File: config.mk
export PLATFORM = sky130hd
export DESIGN_NAME = xbus_ctrl
export DESIGN_NICKNAME = d
export VERILOG_FILES = /design/src/rtl/xbus_pkg.sv /design/src/rtl/xbus_addr_sel.sv /design/src/rtl/xbus_seq.sv /design/src/rtl/xbus_pin_mux.sv /design/src/rtl/xbus_ctrl.sv
export SDC_FILE = /design/constraint.sdc
export NUM_CORES = 1
export LEC_CHECK = 0
export BUFFER_PORTS_ARGS = -buffer_cell sky130_fd_sc_hd__buf_4
export CAP_MARGIN = 20
export CORE_MARGIN = 3
export CORE_UTILIZATION = 30
export DETAILED_ROUTE_END_ITERATION = 8
export SLEW_MARGIN = 20
export SYNTH_ARGS = -nofsm -noshare
export SYNTH_HDL_FRONTEND = slang
export SYNTH_SLANG_ARGS = --single-unit
File: constraint.sdc
create_clock -name clk -period 2.5 [get_ports clk]
set_input_delay 0.625 -clock clk [delete_from_list [all_inputs] [get_ports clk]]
set_output_delay 0.625 -clock clk [all_outputs]
set_load 0.05 [all_outputs]
File: src/rtl/xbus_pkg.sv
package xbus_pkg;

    localparam int unsigned PHASES = 4;
    localparam int unsigned PH_W   = $clog2(PHASES);

    typedef enum logic [PH_W-1:0] {
        PH_ADDR   = 2'd0,
        PH_LEAD   = 2'd1,
        PH_STROBE = 2'd2,
        PH_TAIL   = 2'd3
    } phase_t;

endpackage

File: src/rtl/xbus_addr_sel.sv
module xbus_addr_sel #(
    parameter int unsigned ADDR_W = 16
) (
    input  logic              use_ptr_i,
    input  logic [ADDR_W-1:0] imm_addr_i,
    input  logic [ADDR_W-1:0] ptr_addr_i,
    output logic [ADDR_W-1:0] addr_o
);

    always_comb begin
        addr_o = use_ptr_i ? ptr_addr_i : imm_addr_i;
    end

endmodule

File: src/rtl/xbus_seq.sv
module xbus_seq
    import xbus_pkg::*;
#(
    parameter int unsigned ADDR_W = 16,
    parameter int unsigned DATA_W = 8
) (
    input  logic              clk,
    input  logic              rst_n,
    input  logic              req_i,
    input  logic              req_wr_i,
    input  logic [ADDR_W-1:0] req_addr_i,
    input  logic [DATA_W-1:0] req_wdata_i,
    input  logic [DATA_W-1:0] bus_data_i,
    output logic              active_o,
    output phase_t            phase_o,
    output logic [ADDR_W-1:0] addr_o,
    output logic [DATA_W-1:0] wdata_o,
    output logic              drive_o,
    output logic              rd_lo_o,
    output logic              wr_lo_o,
    output logic              done_o,
    output logic [DATA_W-1:0] rdata_o
);

    typedef struct packed {
        logic              active;
        logic              wr;
        phase_t            phase;
        logic [ADDR_W-1:0] addr;
        logic [DATA_W-1:0] wdata;
        logic [DATA_W-1:0] rdata;
        logic              rd_lo;
        logic              wr_lo;
        logic              done;
    } seq_t;

    seq_t seq_d, seq_q;
    logic start;

    always_comb begin
        seq_d = seq_q;
        start = req_i && (!seq_q.active || seq_q.phase == PH_TAIL);

        if (seq_q.active) begin
            // rising edge of the read strobe: sample the pins
            if (seq_q.phase == PH_STROBE && !seq_q.wr) begin
                seq_d.rdata = bus_data_i;
            end
            if (seq_q.phase == PH_TAIL) begin
                seq_d.active = 1'b0;
            end else begin
                seq_d.phase = phase_t'(seq_q.phase + 1'b1);
            end
        end

        if (start) begin
            seq_d.active = 1'b1;
            seq_d.phase  = PH_ADDR;
            seq_d.wr     = req_wr_i;
            seq_d.addr   = req_addr_i;
            seq_d.wdata  = req_wdata_i;
        end

        seq_d.done  = seq_d.active && (seq_d.phase == PH_TAIL);
        seq_d.rd_lo = seq_d.active && !seq_d.wr &&
                      (seq_d.phase == PH_LEAD || seq_d.phase == PH_STROBE);
        seq_d.wr_lo = seq_d.active && seq_d.wr && (seq_d.phase == PH_STROBE);
    end

    always_ff @(posedge clk or negedge rst_n) begin
        if (!rst_n) begin
            seq_q <= '0;
        end else begin
            seq_q <= seq_d;
        end
    end

    assign active_o = seq_q.active;
    assign phase_o  = seq_q.phase;
    assign addr_o   = seq_q.addr;
    assign wdata_o  = seq_q.wdata;
    assign drive_o  = seq_q.wr;
    assign rd_lo_o  = seq_q.rd_lo;
    assign wr_lo_o  = seq_q.wr_lo;
    assign done_o   = seq_q.done;
    assign rdata_o  = seq_q.rdata;

endmodule

File: src/rtl/xbus_pin_mux.sv
module xbus_pin_mux #(
    parameter int unsigned ADDR_W = 16,
    parameter int unsigned DATA_W = 8
) (
    input  logic              active_i,
    input  logic [ADDR_W-1:0] acc_addr_i,
    input  logic [DATA_W-1:0] acc_wdata_i,
    input  logic              acc_drive_i,
    input  logic              acc_rd_lo_i,
    input  logic              acc_wr_lo_i,
    input  logic [ADDR_W-1:0] port_addr_i,
    input  logic [DATA_W-1:0] port_data_i,
    input  logic [DATA_W-1:0] port_data_oe_i,
    input  logic              port_rd_n_i,
    input  logic              port_wr_n_i,
    output logic [ADDR_W-1:0] bus_addr_o,
    output logic [DATA_W-1:0] bus_data_o,
    output logic [DATA_W-1:0] bus_data_oe_o,
    output logic              bus_rd_n_o,
    output logic              bus_wr_n_o
);

    for (genvar a = 0; a < ADDR_W; a++) begin : g_addr_pin
        assign bus_addr_o[a] = active_i ? acc_addr_i[a] : port_addr_i[a];
    end

    for (genvar d = 0; d < DATA_W; d++) begin : g_data_pin
        assign bus_data_o[d]    = active_i ? acc_wdata_i[d] : port_data_i[d];
        assign bus_data_oe_o[d] = active_i ? acc_drive_i    : port_data_oe_i[d];
    end

    assign bus_rd_n_o = active_i ? !acc_rd_lo_i : port_rd_n_i;
    assign bus_wr_n_o = active_i ? !acc_wr_lo_i : port_wr_n_i;

endmodule

File: src/rtl/xbus_ctrl.sv
module xbus_ctrl
    import xbus_pkg::*;
#(
    parameter int unsigned ADDR_W = 16,
    parameter int unsigned DATA_W = 8
) (
    input  logic              clk,
    input  logic              rst_n,
    input  logic              req_i,
    input  logic              req_wr_i,
    input  logic              req_use_ptr_i,
    input  logic [ADDR_W-1:0] req_imm_addr_i,
    input  logic [ADDR_W-1:0] req_ptr_addr_i,
    input  logic [DATA_W-1:0] req_wdata_i,
    output logic [DATA_W-1:0] rdata_o,
    output logic              done_o,
    input  logic [ADDR_W-1:0] port_addr_i,
    input  logic [DATA_W-1:0] port_data_i,
    input  logic [DATA_W-1:0] port_data_oe_i,
    input  logic              port_rd_n_i,
    input  logic              port_wr_n_i,
    output logic [ADDR_W-1:0] bus_addr_o,
    output logic [DATA_W-1:0] bus_data_o,
    output logic [DATA_W-1:0] bus_data_oe_o,
    input  logic [DATA_W-1:0] bus_data_i,
    output logic              bus_rd_n_o,
    output logic              bus_wr_n_o
);

    logic [ADDR_W-1:0] sel_addr;
    logic              active_q;
    phase_t            phase_q;
    logic [ADDR_W-1:0] acc_addr;
    logic [DATA_W-1:0] acc_wdata;
    logic              acc_drive;
    logic              acc_rd_lo;
    logic              acc_wr_lo;

    xbus_addr_sel #(.ADDR_W(ADDR_W)) u_addr_sel (
        .use_ptr_i  (req_use_ptr_i),
        .imm_addr_i (req_imm_addr_i),
        .ptr_addr_i (req_ptr_addr_i),
        .addr_o     (sel_addr)
    );

    xbus_seq #(.ADDR_W(ADDR_W), .DATA_W(DATA_W)) u_seq (
        .clk         (clk),
        .rst_n       (rst_n),
        .req_i       (req_i),
        .req_wr_i    (req_wr_i),
        .req_addr_i  (sel_addr),
        .req_wdata_i (req_wdata_i),
        .bus_data_i  (bus_data_i),
        .active_o    (active_q),
        .phase_o     (phase_q),
        .addr_o      (acc_addr),
        .wdata_o     (acc_wdata),
        .drive_o     (acc_drive),
        .rd_lo_o     (acc_rd_lo),
        .wr_lo_o     (acc_wr_lo),
        .done_o      (done_o),
        .rdata_o     (rdata_o)
    );

    xbus_pin_mux #(.ADDR_W(ADDR_W), .DATA_W(DATA_W)) u_pin_mux (
        .active_i       (active_q),
        .acc_addr_i     (acc_addr),
        .acc_wdata_i    (acc_wdata),
        .acc_drive_i    (acc_drive),
        .acc_rd_lo_i    (acc_rd_lo),
        .acc_wr_lo_i    (acc_wr_lo),
        .port_addr_i    (port_addr_i),
        .port_data_i    (port_data_i),
        .port_data_oe_i (port_data_oe_i),
        .port_rd_n_i    (port_rd_n_i),
        .port_wr_n_i    (port_wr_n_i),
        .bus_addr_o     (bus_addr_o),
        .bus_data_o     (bus_data_o),
        .bus_data_oe_o  (bus_data_oe_o),
        .bus_rd_n_o     (bus_rd_n_o),
        .bus_wr_n_o     (bus_wr_n_o)
    );

endmodule

**Word level (Yosys, flattened, before mapping)**

Index checks and enable logic that the tools add are counted.

- Equal/unequal tests: 5
- Reductions and logical operators: 15
- Muxes and demuxes: 40
- $add $sub $neg: 1

Operators by type and width:

| cell | count |
|---|---|
| 1-bit two-way mux | 36 |
| 28-bit two-way mux | 1 |
| 16-bit two-way mux | 1 |
| 2-bit equality test (second input constant) | 4 |
| 1-bit logical AND | 7 |
| 1-bit zero test | 5 |
| 2-bit two-way mux | 2 |
| 2-bit by 1-bit adder with 2-bit output (second input constant) | 1 |
| 2-bit by 1-bit equality test with 1-bit output (second input constant) | 1 |
| 1-bit logical OR | 2 |
| 2-bit AND reduction | 1 |

- Flip-flop bits (word level): 39
- Output and inout bits: 43
- Input bits: 87

**Depth between registers and ports, before layout**

Gate-level depths: netlist (run 1).

- Depth in word-level cells: 7
- Gate-level depth with buffers: 6
- Mapped depth without buffers: 5

**Hierarchy**

Synthesis (run 1) repeated with hierarchy kept, for this count alone.

- Cells, all modules: 223
- Area, all modules: 2666.3 sq um

By module, submodules not included:

| module | cells an instance | seq. area each (sq um) | area each (sq um) | instances |
|---|---|---|---|---|
| xbus_seq | 156 | 975.9 | 1918.1 | 1 |
| xbus_pin_mux | 49 | 0.0 | 499.2 | 1 |
| xbus_addr_sel | 18 | 0.0 | 249.0 | 1 |

**Least setup slack after synthesis (run 1)**

No wires, ideal clock.

- Path type: register to output
- Start: reg u_seq.seq_q (netlist bit u_seq.active_o)
- End: out bus_data_oe_o[0]
- Arrival: 1.869 ns
- Setup slack: 0.006 ns
- Cell stages (with the launch flop): 4
- Path through: dfrtp_1 -> buf_2 -> buf_1 -> o21ai_0

- Longest elaborated chain between the ends: 1

Ends and longest elaborated chain:

| element | RTL line | text |
|---|---|---|
| start: declaration | xbus_seq.sv:37 | `seq_t seq_d, seq_q;` |
| start signal: assignment | xbus_seq.sv:74 | `seq_q <= seq_d;` |
| 1-bit two-way mux | xbus_pin_mux.sv:29 | `assign bus_data_oe_o[d] = active_i ? acc_drive_i : port_data_oe_i[d];` |
| end: declaration | xbus_ctrl.sv:24 | `output logic [DATA_W-1:0] bus_data_oe_o,` |

Every way passes these cells.

**Final worst setup path (run 1)**

- Start: reg u_seq.seq_q (netlist bit u_seq.active_o)
- End: out bus_data_oe_o[4]

Same word-level chain as after synthesis.

==> results.cfg, run 1 <==
[power_and_ir_drop]
power_density_nw_per_um2 = 1470
seqPwrFrac_pct = 23.3
ir_drop_mv = 0.662
power.switching_mw = 2.42
p_leak_nw = 1.68
clkPwrFrac_pct = 8.3
combPwrFrac_pct = 68.5
switching_share_pct = 49.4
internal-power_mw = 2.48

[worst_setup_path]
cp_max_fo = 22
startpoint_type = flip-flop
r2r_start = u_seq.phase_o[0]$_DFF_PN0_
rr_worst_depth = 4
critPathKind = reg -> out
worstSetupStartpoint = u_seq.active_o$_DFF_PN0_
cp.required_ps = 1880
crit_arrival_ps = 1470
end_kind = primary output

[routing]
routed_wl_mm = 5.30
detail-route-antenna-nets = 0
wl_per_cell_um = 13.6
dr.pass1.iters = 4
num_vias = 1734
drt-initial-drc-count = 50
drc_errors = 0
drt-vias-per-instance = 4.45

[timing]
fin_crit_sh_pct = 83.7
rsz0062_at_grt = no
tightest_slew_ps = 489
finalSetupViolations = 0
finalCriticalPeriod_ps = 2090
drv_slew = 0
slew_headroom_pct = 67.4
setup_tns_ps = 0
hold_viol = 0
max_freq_ghz = 0.478
clock_skew_ps = 9.06
fin_ws_ps = 407

[yosys]
syn_inst = 163
synth.avg_cell_area_um2 = 13.4
seq_area_frac_synth_pct = 44.7
yosys_warnings = 0
ys_types = 26
ys_ff_latch = 39
syn_area_um2 = 2180
syn-num-nets = 252

[placement]
place_ws_ps = 690
globalplace.congestion = 0.761
dp_cells = 382
port_buffers = 129
dp_hpwl_mm = 4.11

[grt]
grt.total_usage_pct = 13.2
grt_max_degree = 40
grt_pass1_vias = 1859
overflow = 0
grt_antenna_before_repair = 0
grt_pass1_wl_mm = 9.00

[clocking]
cts_tree = done
clk_latency_ps = 280
cts-resized-gates = 0
cts.path.max_buffers = 2
clock-sinks = 39
cts_made_buffers = 5
cts_root_buf = clkbuf_8
postCtsHoldBufs = 0
post_cts_buffers = 0
clkTransAtPathRegs_ps = 80
htreeDepth = 2

[hold_path]
hp-class = in -> async

[layout]
fillers = 676
drive_gt1_share_pct = 73.5
n_antenna_cell = 0
instances_no_fill = 390
fin_util_pct = 48.2
syn2layout_area_growth_pct = 52.6
fin_nets = 382

[flow_run]
drv_cap = 0

[die]
die_w_um = 91.3
io_pins = 130
die_y_um = 91.3
die_area_um2 = 8340
design.core.area_um2 = 6910
num_rows = 30
start_util_pct = 31.6

[run_status]
status = complete, no violations
stage by stage:
stage	instance area, um2	total power [mW]	hold slack (ps)
6_report	3330	4.90	294
5_1_grt	3330	5.19	343
3_5_place_dp	3250	4.54	489
4_1_cts	3330	4.97	314
2_1_floorplan	2180	3.63	329
3_3_place_gp	3250	4.50	490
layer usage:
layer | part of all wire (%) | global-route usage (%)
met3 | 7.6 | 3.81
met5 | 0 | 0
met1 | 42 | 16.6
met4 | 0.68 | 2.76
met2 | 50 | 22.6
worst paths after layout:
kind                                                 to  slack [ps]
max in group asynchronous  u_seq.addr_o[13]$_DFFE_PN0P_        1850
setup / recovery                       bus_data_oe_o[4]         410
min in group clk            u_seq.addr_o[2]$_DFFE_PN0P_         510
hold / removal             u_seq.wdata_o[3]$_DFFE_PN0P_         290
setup reg to reg            u_seq.addr_o[4]$_DFFE_PN0P_         710
hold reg to reg             u_seq.addr_o[2]$_DFFE_PN0P_         510
layout make-up:
| cell class | instances | area (um2) | area share (%) |
|---|---|---|---|
| timing repair buffer | 132 | 1000 | 30.1 |
| clock buffer | 7 | 76.3 | 2.29 |
| clock inverter | 1 | 5.00 | 0.150 |
| inverter | 11 | 41.3 | 1.24 |
| tap | 96 | 120 | 3.60 |
| multi-input combinational | 104 | 1110 | 33.3 |
| sequential | 39 | 976 | 29.3 |
kinds of logic after synthesis:
group           count (synthesis)  share of synthesized area, %
mux                            74                          41.3
simple gates                   11                          3.55
buf+inv                        20                          4.58
fa+ha+maj                       2                          1.15
flops                          39                          44.7
compound gates                 17                          4.70
synthesized netlist by cell type:
cell	count	area share (%)
a21bo_2	1	0.46
a21boi_0	1	0.34
a21boi_2	1	0.52
a21o_1	1	0.34
a21oi_1	4	0.92
a31oi_1	1	0.29
and2_1	1	0.29
buf_1	2	0.34
buf_2	2	0.46
buf_4	2	0.69
buf_6	2	1.0
clkbuf_1	1	0.17
dfrtp_1	39	45
ha_1	2	1.1
inv_1	11	1.9
mux2_2	53	27
mux2_4	19	13
mux2i_1	2	0.92
nand2_1	2	0.34
nand2b_1	3	0.86
nand3b_1	1	0.34
nor2b_1	1	0.29
nor3_4	1	0.75
o21ai_0	8	1.8
or2_2	1	0.29
or3b_2	1	0.40
sequential cells by signal (all words and copies together), names as in the netlist:
signal          flops
u_seq.addr_o       16
u_seq.rdata_o       8
u_seq.wdata_o       8
u_seq.phase_o       2
u_seq.active_o      1
u_seq.done_o        1
u_seq.drive_o       1
u_seq.rd_lo_o       1
u_seq.wr_lo_o       1
placed cells by master, fill, tap and decap left out, types with 2 or more instances in the layout:
master / count
buf_4: 131
mux2_2: 53
dfrtp_1: 39
mux2_4: 19
inv_1: 11
o21ai_0: 8
clkbuf_8: 5
a21oi_1: 4
nand2b_1: 2
nand2_1: 2
mux2i_1: 2
ha_1: 2
clkbuf_1: 2
worst max-delay path: stages (launching register included):
cell	delay [ps]
dfrtp_1	360
buf_4	260
nand2_1	200
o21ai_0	140
buf_4	230
power groups by stage:
stage | registers, mW | logic, mW | clock network, mW
final | 1.14 | 3.36 | 0.406
after global routing | 1.19 | 3.55 | 0.451
after CTS | 1.14 | 3.40 | 0.428
after detailed placement | 1.15 | 3.39 | 0
after global placement | 1.14 | 3.36 | 0
after floorplan | 1.35 | 2.28 | 0
Note: power is estimated with default switching activity, not from simulation.
==> run 2: changes to the inputs <==
--- a/config.mk
+++ b/config.mk
@@ -5,6 +5,7 @@
 export SDC_FILE = /design/constraint.sdc
 export NUM_CORES = 1
 export LEC_CHECK = 0
+export ABC_AREA = 1
 export BUFFER_PORTS_ARGS = -buffer_cell sky130_fd_sc_hd__buf_4
 export CAP_MARGIN = 20
 export CORE_MARGIN = 3
==> constraint.sdc (replaced) <==
create_clock -name clk -period 2.02 [get_ports clk]
set_input_delay 0.505 -clock clk [delete_from_list [all_inputs] [get_ports clk]]
set_output_delay 0.505 -clock clk [all_outputs]
set_load 0.05 [all_outputs]
==> results.cfg, run 2 <==
[run_status]
status = complete, no violations

[placement]
dp_hpwl_mm = 4.69
globalplace.congestion = 0.818
placed_cell_area_um2 = 3180
dp_cells = 505
place_ws_ps = 379
port_buffers = 129

[routing]
dr.pass1.iters = 4
wl_per_cell_um = 12.0
num_vias = 2213
detail-route-antenna-nets = 0
drc_errors = 0
drt-initial-drc-count = 80
routed_wl_mm = 6.16
drt-vias-per-instance = 4.31

[timing]
drv_slew = 0
clock_skew_ps = 10.4
tightest_slew_ps = 511
rsz0062_at_grt = yes
finalSetupViolations = 0
max_freq_ghz = 0.532
fin_crit_sh_pct = 93.1
fin_ws_ps = 139
whs_ps = 179
slew_headroom_pct = 65.9
finalCriticalPeriod_ps = 1880
setup_tns_ps = 0
hold_viol = 0

[power_and_ir_drop]
clkPwrFrac_pct = 10.6
combPwrFrac_pct = 67.0
switching_share_pct = 55.1
p_leak_nw = 1.83
total_power_mw = 6.17
internal-power_mw = 2.77
ir_drop_mv = 0.917
power_density_nw_per_um2 = 1870
seqPwrFrac_pct = 22.4
power.switching_mw = 3.40

[layout]
syn2layout_area_growth_pct = 53.5
layout_commonest_cell = buf_4
fin_nets = 505
largest_reg_flops = 16
n_antenna_cell = 0
most-common-layout-cells = buf_4, nand2_1, dfrtp_1
drive_gt1_share_pct = 40.5
fin_util_pct = 48.0
design_area_um2 = 3300
fillers = 725
instances_no_fill = 513

[yosys]
ys_types = 19
synthTopCellsByArea = dfrtp_1, nand2_1, o21ai_0
yosys.area.top_type = dfrtp_1
async_reset_ff_share_pct = 100
synthTopCellsByCount = nand2_1, dfrtp_1, o21ai_0
syn_inst = 293
yosys_most_used_dff = dfrtp_1
syn-num-nets = 382
post-synth-top-count-cell = nand2_1
yosys_warnings = 0
synth.avg_cell_area_um2 = 7.33
seq_area_frac_synth_pct = 45.4
ys_ff_latch = 39
synth_top_area_share_pct = 45.4
synth_edf_count = 0
syn_area_um2 = 2150

[worst_setup_path]
startpoint_type = flip-flop
r2r_end = u_seq.rd_lo_o$_DFF_PN0_
rr_worst_depth = 7
end_kind = primary output
slowest_delay_ps = 460
worstSetupStartpoint = u_seq.active_o$_DFF_PN0_
crit_slowest_cell = dfrtp_1
crit_chain = buf_4, nor2_1, nor2_1, buf_4
critPathKind = reg -> out
rrSetupSlack_ps = 320
cp.required_ps = 1510
crit_arrival_ps = 1380
crit_path_end = bus_data_oe_o[6]
r2r_start = u_seq.active_o$_DFF_PN0_
cp_max_fo = 13

[clocking]
clock-sinks = 39
htreeDepth = 2
cts.path.max_buffers = 2
post_cts_buffers = 0
cts_root_buf = clkbuf_8
cts_made_buffers = 5
cts_tree = done
cts-resized-gates = 0
clkTransAtPathRegs_ps = 80
clk_latency_ps = 290
postCtsHoldBufs = 0

[grt]
grt_pass1_vias = 2190
grt.total_usage_pct = 15.3
grt_pass1_wl_mm = 10.3
overflow = 0
grt_max_degree = 43
grt_antenna_before_repair = 0

[die]
die_w_um = 90.6
num_rows = 30
io_pins = 130
design.core.area_um2 = 6870
die_y_um = 90.6
start_util_pct = 31.3
die_area_um2 = 8210

[hold_path]
hp-class = in -> async

[flow_run]
drv_cap = 0
==> run 2: cell type report <==
cell class	instances	area, um2	area share, %
clock buffers	5	68.8	2.09
clock inverters	3	43.8	1.33
inverters	18	72.6	2.20
multi-input cells	220	1020	31.0
flip-flops and latches	39	976	29.6
well taps	96	120	3.64
repair buffers	132	995	30.2
==> run 2: metal layers <==
layer / vias up / part of all wire (%) / GRT usage (%)
met5: - / 0 / 0
met3: 5 / 6.4 / 3.83
met4: 0 / 0.99 / 4.59
met2: 75 / 50 / 26.2
li1: 1156 / - / -
met1: 977 / 43 / 18.8
==> run 2: logic make-up (layout without fill, tap and decap cells) <==
group                    Yosys count  after routing  synth area share, %
adder cells (fa/ha/maj)            2              2                 1.16
AO/OA/AOI/OAI                     46             46                 12.2
buffers and inverters             34            158                 7.05
AND/OR/NAND/NOR                  172            172                 34.1
flip-flops                        39             39                 45.4
==> run 2: worst min path at each step <==
| stage | cells after the start | slack (ps) | to |
|---|---|---|---|
| finish | 1 | 180 | u_seq.rdata_o[2]$_DFFE_PN0P_ |
| global placement | 2 | 450 | u_seq.wdata_o[4]$_DFFE_PN0P_ |
| global route | 1 | 210 | u_seq.drive_o$_DFF_PN0_ |
| floorplan | 0 | 210 | u_seq.active_o$_DFF_PN0_ |
| detailed placement | 2 | 470 | u_seq.wdata_o[4]$_DFFE_PN0P_ |
| CTS | 1 | 190 | u_seq.wdata_o[7]$_DFFE_PN0P_ |
==> run 2: power by group through the flow <==
stage               clock [mW]  sequential, mW  combinational (mW)
detailed placement           0            1.39                4.17
finish                   0.653            1.38                4.13
global route             0.706            1.43                4.45
global placement             0            1.38                4.14
CTS                      0.678            1.38                4.18
floorplan                    0            1.64                2.74
==> run 2: critical path, delay by kind of cell (launching register included) <==
| family | cells | cell delay [ps] |
|---|---|---|
| flip-flops | 1 | 460 |
| buffers and inverters | 2 | 440 |
| AND/OR/NAND/NOR | 2 | 180 |
